==> src/rtl/fpil_pkg.sv <==
package fpil_pkg;

    typedef enum logic [1:0] {
        UC_INT = 2'd0,
        UC_ADD = 2'd1,
        UC_MUL = 2'd2,
        UC_DIV = 2'd3
    } unit_e;

    typedef struct packed {
        logic raw;
        logic waw;
        logic port;
        logic div;
    } hazard_t;

    function automatic int unsigned max_of4(input int unsigned a, input int unsigned b,
                                            input int unsigned c, input int unsigned d);
        int unsigned m;
        m = a;
        if (b > m) m = b;
        if (c > m) m = c;
        if (d > m) m = d;
        return m;
    endfunction

endpackage

==> src/rtl/fpil_wport_sched.sv <==
module fpil_wport_sched #(
    parameter int SLOTS = 25,
    parameter int LW    = 5
) (
    input  logic          clk,
    input  logic          rst,
    input  logic          set_en,
    input  logic [LW-1:0] set_idx,
    input  logic [LW-1:0] qry_idx,
    output logic          qry_busy
);
    // slot[k] set: the write port is taken k cycles from now
    logic [SLOTS-1:0] slot;

    for (genvar k = 0; k < SLOTS; k++) begin : g_slot
        logic hit;
        assign hit = set_en && (set_idx == LW'(k));
        if (k == SLOTS - 1) begin : g_top
            always_ff @(posedge clk) begin
                if (rst) slot[k] <= 1'b0;
                else     slot[k] <= hit;
            end
        end else begin : g_mid
            always_ff @(posedge clk) begin
                if (rst) slot[k] <= 1'b0;
                else     slot[k] <= slot[k+1] | hit;
            end
        end
    end

    assign qry_busy = slot[qry_idx];

endmodule

==> src/rtl/fpil_pend_table.sv <==
module fpil_pend_table #(
    parameter int NREG = 32,
    parameter int AW   = 5,
    parameter int LW   = 5
) (
    input  logic          clk,
    input  logic          rst,
    input  logic          load_en,
    input  logic [AW-1:0] load_idx,
    input  logic [LW-1:0] load_val,
    input  logic [AW-1:0] rd_a,
    input  logic [AW-1:0] rd_b,
    input  logic [AW-1:0] rd_d,
    output logic [LW-1:0] cnt_a,
    output logic [LW-1:0] cnt_b,
    output logic [LW-1:0] cnt_d
);
    // per register: cycles until its pending result is written, 0 = none
    logic [LW-1:0] cnt [NREG];

    for (genvar i = 0; i < NREG; i++) begin : g_reg
        always_ff @(posedge clk) begin
            if (rst)
                cnt[i] <= '0;
            else if (load_en && (load_idx == AW'(i)))
                cnt[i] <= load_val;
            else if (cnt[i] != '0)
                cnt[i] <= cnt[i] - LW'(1);
        end
    end

    assign cnt_a = cnt[rd_a];
    assign cnt_b = cnt[rd_b];
    assign cnt_d = cnt[rd_d];

endmodule

==> src/rtl/fpil_div_track.sv <==
module fpil_div_track #(
    parameter int LAT = 24,
    parameter int LW  = 5
) (
    input  logic clk,
    input  logic rst,
    input  logic start,
    output logic busy
);
    logic [LW-1:0] remain;

    always_ff @(posedge clk) begin
        if (rst)
            remain <= '0;
        else if (start)
            remain <= LW'(LAT - 1);
        else if (remain != '0)
            remain <= remain - LW'(1);
    end

    assign busy = (remain != '0);

endmodule

==> src/rtl/fp_issue_interlock.sv <==
module fp_issue_interlock
    import fpil_pkg::*;
#(
    parameter int NREG    = 32,
    parameter int LAT_INT = 1,
    parameter int LAT_ADD = 4,
    parameter int LAT_MUL = 7,
    parameter int LAT_DIV = 24
) (
    input  logic                     clk,
    input  logic                     rst,
    input  logic                     in_valid,
    input  logic [1:0]               in_unit,
    input  logic                     in_dst_we,
    input  logic [$clog2(NREG)-1:0]  in_dst,
    input  logic                     in_src_a_en,
    input  logic [$clog2(NREG)-1:0]  in_src_a,
    input  logic                     in_src_b_en,
    input  logic [$clog2(NREG)-1:0]  in_src_b,
    output logic                     stall,
    output logic                     issue_ok
);
    localparam int AW      = $clog2(NREG);
    localparam int MAX_LAT = int'(max_of4(LAT_INT, LAT_ADD, LAT_MUL, LAT_DIV));
    localparam int SLOTS   = MAX_LAT + 1;
    localparam int LW      = $clog2(SLOTS);

    unit_e         unit_q;
    logic [LW-1:0] lat;
    logic [LW-1:0] lat_m1;
    logic [LW-1:0] cnt_a, cnt_b, cnt_d;
    logic          slot_busy;
    logic          div_busy;
    hazard_t       hz;
    logic          any_hz;
    logic          accept;

    assign unit_q = unit_e'(in_unit);

    always_comb begin
        case (unit_q)
            UC_INT:  lat = LW'(LAT_INT);
            UC_ADD:  lat = LW'(LAT_ADD);
            UC_MUL:  lat = LW'(LAT_MUL);
            UC_DIV:  lat = LW'(LAT_DIV);
            default: lat = LW'(LAT_INT);
        endcase
    end

    assign lat_m1 = lat - LW'(1);

    fpil_pend_table #(.NREG(NREG), .AW(AW), .LW(LW)) u_pend (
        .clk      (clk),
        .rst      (rst),
        .load_en  (accept && in_dst_we),
        .load_idx (in_dst),
        .load_val (lat_m1),
        .rd_a     (in_src_a),
        .rd_b     (in_src_b),
        .rd_d     (in_dst),
        .cnt_a    (cnt_a),
        .cnt_b    (cnt_b),
        .cnt_d    (cnt_d)
    );

    fpil_wport_sched #(.SLOTS(SLOTS), .LW(LW)) u_sched (
        .clk      (clk),
        .rst      (rst),
        .set_en   (accept && in_dst_we),
        .set_idx  (lat_m1),
        .qry_idx  (lat),
        .qry_busy (slot_busy)
    );

    fpil_div_track #(.LAT(LAT_DIV), .LW(LW)) u_div (
        .clk   (clk),
        .rst   (rst),
        .start (accept && (unit_q == UC_DIV)),
        .busy  (div_busy)
    );

    // a pending count c means that write lands c cycles from now
    always_comb begin
        hz.raw  = (in_src_a_en && (cnt_a != '0)) || (in_src_b_en && (cnt_b != '0));
        hz.waw  = in_dst_we && (cnt_d > lat);
        hz.port = in_dst_we && slot_busy;
        hz.div  = (unit_q == UC_DIV) && div_busy;
    end

    assign any_hz   = |hz;
    assign accept   = in_valid && !any_hz;
    assign issue_ok = accept;
    assign stall    = in_valid && any_hz;

endmodule

==> config.mk <==
export PLATFORM = sky130hd
export DESIGN_NAME = fp_issue_interlock
export DESIGN_NICKNAME = d
export VERILOG_FILES = /design/src/rtl/fpil_pkg.sv /design/src/rtl/fpil_wport_sched.sv /design/src/rtl/fpil_pend_table.sv /design/src/rtl/fpil_div_track.sv /design/src/rtl/fp_issue_interlock.sv
export SDC_FILE = /design/constraint.sdc
export NUM_CORES = 1
export LEC_CHECK = 0
export BUFFER_PORTS_ARGS = -buffer_cell sky130_fd_sc_hd__clkbuf_2
export CAP_MARGIN = 30
export CORE_MARGIN = 2
export CORE_UTILIZATION = 35
export CTS_CLUSTER_SIZE = 16
export DETAILED_ROUTE_END_ITERATION = 16
export GPL_TIMING_DRIVEN = 0
export PLACE_DENSITY_LB_ADDON = 0.25
export SYNTH_ARGS = -nofsm -noshare
export SYNTH_HDL_FRONTEND = slang
export SYNTH_SLANG_ARGS = --single-unit
==> constraint.sdc <==
create_clock -name clk -period 15.1 [get_ports clk]
set_clock_uncertainty 0.1 [all_clocks]
set_input_delay 3.775 -clock clk [delete_from_list [all_inputs] [get_ports clk]]
set_output_delay 3.775 -clock clk [all_outputs]
set_load 0.005 [all_outputs]
==> metrics <==
max cap viols=0; crit end category=output port; PD cells=187 nW/um2; multi-input combinational cell area=7660 um2; first-pass GRT wire length=64100 um; Rel. slew slack=36.5%; Clk network pwr share=16.9%; crit path time final=12.66 ns; worst-skew pair later-pin latency=0.47 ns; share of layout cells above drive strength 1=12.4%; crit start category=input pin; H-Tree Level Count=4; Synth Flop Type=edfxtp_1; Pins Over Slew Limit=0; Comb pwr share=43.3%; Crit path required time=11.23 ns; Post-layout nets=1404; Port Buf Inserts=19; Seq cells post-synth=190; sequential area share after synthesis=39.4%; total die area=40800 um2; vias in the first global route=10400; sequential share of power=39.8%; Achievable Freq=0.0790 GHz; top cell type's share of synthesized area=35.0%; leading area contributor after synthesis=edfxtp_1; Max FO, Critical Path=10; Reg2Reg Setup Slack=10.40 ns; top-count cell post-synth=edfxtp_1; Mapped Cells=1296; Synth top cells by count=edfxtp_1, nor2_1, mux2i_1; HPWL after DPL=31400 um; CTS buffer count=17; CTS resizes=0; GRT Total Usage=20.9%; fin crit share=83.9%; worst hold path class=flip-flop to flip-flop; Post-synth EDFFs=160; area delta synth->final=10.2%; largest net degree at the start of global routing=20; initial core utilization=35.5%; DRT iter0 DRCs=1043; maximum vdd ir drop=0.0934 mV; Psw=1.18 mW; IO Count=25; Crit Path Class=input pin to output port; Ys Warns=0; Design Power=2.82 mW; root buffer cell=clkbuf_16; P_int=1.64 mW; CTS clock-pin slew for the worst setup and hold paths=0.08 ns; Antenna Cells=0; Final TNS setup=0 ns; WP data arrival=8.79 ns; Die W=202 um; Vias/cell=5.71; antenna violations before repair=0; clk sinks=190; total leakage power=6.52 nW; # rows=72; post-CTS setup repair buffer count=0; outcome=complete, no violations; Post-synth ARST share=0%; Seq. cell area=5410 um2; Sw Ratio=42.0%; grt total ovfl=0; Unique masters post-synth=65; RSZ-0062 raised after global routing=no; Routed WL=41900 um; area of the core=38600 um2; Synth Cell Area=13700 um2; average size of a mapped cell=10.6 um2; DIE HEIGHT=202 um; via count=10700; antenna-violating nets left=0; CTS tree=built; final hold vios=0; syn_nets=1363; Area contributors post-synth=edfxtp_1, mux2i_1, mux4_2, dfxtp_1, nor2_1; Routed WL per cell=22.4 um; placer's final routability congestion estimate=0.916; hold-fix buffers at CTS=0; clk buf depth=2; DRT Pass-1 Iters=5; # DRC=0; actual slew at the worst max-slew pin=0.953 ns; Fillers=3770; final count of negative-setup-slack endpoints=0
==> area by class of cell <==
cell class | count | share of cell area (%)
tap | 518 | 4.29
buffer | 63 | 2.24
timing repair buffer | 22 | 0.903
inverter | 83 | 2.06
multi-input combinational | 960 | 50.7
clock inverter | 13 | 0.903
sequential | 190 | 35.8
clock buffer | 19 | 3.15
==> logic make-up (layout without fill, tap and decap cells) <==
| group | Yosys count | in the layout | share of synthesized area (%) |
|---|---|---|---|
| mux | 195 | 195 | 19.3 |
| simple gates | 578 | 578 | 24.4 |
| xor+xnor | 55 | 55 | 3.51 |
| compound gates | 87 | 87 | 4.62 |
| other cells | 1 | 1 | 0.0273 |
| fa+ha+maj | 44 | 44 | 4.01 |
| buf+inv | 146 | 200 | 4.74 |
| flops | 190 | 190 | 39.4 |
==> path summary, 6_finish.rpt <==
check                                                  from                          end  depth (start not counted)
worst min register to register   u_sched.slot[6]$_SDFF_PP0_   u_sched.slot[5]$_SDFF_PP0_                          1
worst max register to register  u_pend.cnt[15][3]$_DFFE_PP_  u_pend.cnt[17][2]$_DFFE_PP_                         13
worst max-delay path                              in_dst[0]                     issue_ok                         16
worst min-delay path             u_sched.slot[6]$_SDFF_PP0_   u_sched.slot[5]$_SDFF_PP0_                          1
==> critical path, stage by stage <==
cell	delay (ns)
clkbuf_1	0.42
buf_1	0.77
mux4_2	0.64
mux4_2	0.51
mux2_2	0.29
ha_1	0.31
o21a_1	0.18
o22ai_1	0.13
a21oi_1	0.05
o21a_1	0.23
or3b_1	0.40
o2bb2ai_4	0.44
buf_2	0.31
nand2_1	0.11
nor2_1	0.09
clkbuf_2	0.11
==> through the flow <==
step | instances | util [%] | hold slack (ns) | area (um2) | worst slack, ns
after floorplan | 1296 | - | 0.311 | 13700 | 3.31
after global placement | 1833 | 37.4 | 0.316 | 14500 | 2.17
after detailed placement | 1835 | 37.5 | 0.327 | 14500 | 2.39
after CTS | 1867 | 39.1 | 0.344 | 15100 | 2.39
after global routing | 1868 | 39.1 | 0.354 | 15100 | 2.17
final | 1868 | 39.1 | 0.338 | 15100 | 2.44
==> registers in the layout, summed over array words and instances (netlist names), named ones only <==
signal	flops
u_div.remain	5
u_pend.cnt	158
u_sched.slot	25
==> layer usage <==
layer / global-route usage (%) / share of wire (%)
met4: 8.77 / 3.2
met2: 33.2 / 47
met1: 28.4 / 43
met3: 3.14 / 6.8
met5: 0 / 0
==> power by group through the flow <==
stage | Clock (mW) | Combinational [mW] | Sequential (mW)
CTS | 0.487 | 1.21 | 1.12
floorplan | 0 | 0.954 | 1.02
global placement | 0 | 1.19 | 1.12
finish | 0.478 | 1.22 | 1.12
detailed placement | 0 | 1.21 | 1.13
global route | 0.503 | 1.36 | 1.15
==> cells in the final DEF (no fill, tap or decap), types with 6 or more instances in the layout <==
| cell type | Yosys | final |
|---|---|---|
| edfxtp_1 | 160 | 160 |
| nor2_1 | 152 | 152 |
| mux2i_1 | 135 | 135 |
| nand2_1 | 129 | 129 |
| inv_1 | 82 | 82 |
| nand3b_1 | 69 | 69 |
| mux4_2 | 55 | 55 |
| xor2_1 | 51 | 51 |
| nor3_1 | 50 | 50 |
| clkbuf_1 | 46 | 46 |
| ha_1 | 44 | 44 |
| or3_1 | 35 | 35 |
| and3_1 | 35 | 35 |
| nand3_4 | 30 | 30 |
| dfxtp_1 | 30 | 30 |
| clkbuf_16 | 0 | 19 |
| clkbuf_2 | 0 | 19 |
| a21oi_1 | 17 | 17 |
| nor2b_1 | 16 | 16 |
| nor4_1 | 11 | 11 |
| or4_1 | 11 | 11 |
| o21ai_0 | 11 | 11 |
| o31ai_1 | 11 | 11 |
| a31oi_1 | 10 | 10 |
| buf_1 | 7 | 7 |
| nand2b_1 | 7 | 7 |
| nor3b_1 | 7 | 7 |
| nand3_1 | 7 | 7 |
| buf_12 | 6 | 6 |
Note: power is estimated with default switching activity, not from simulation.
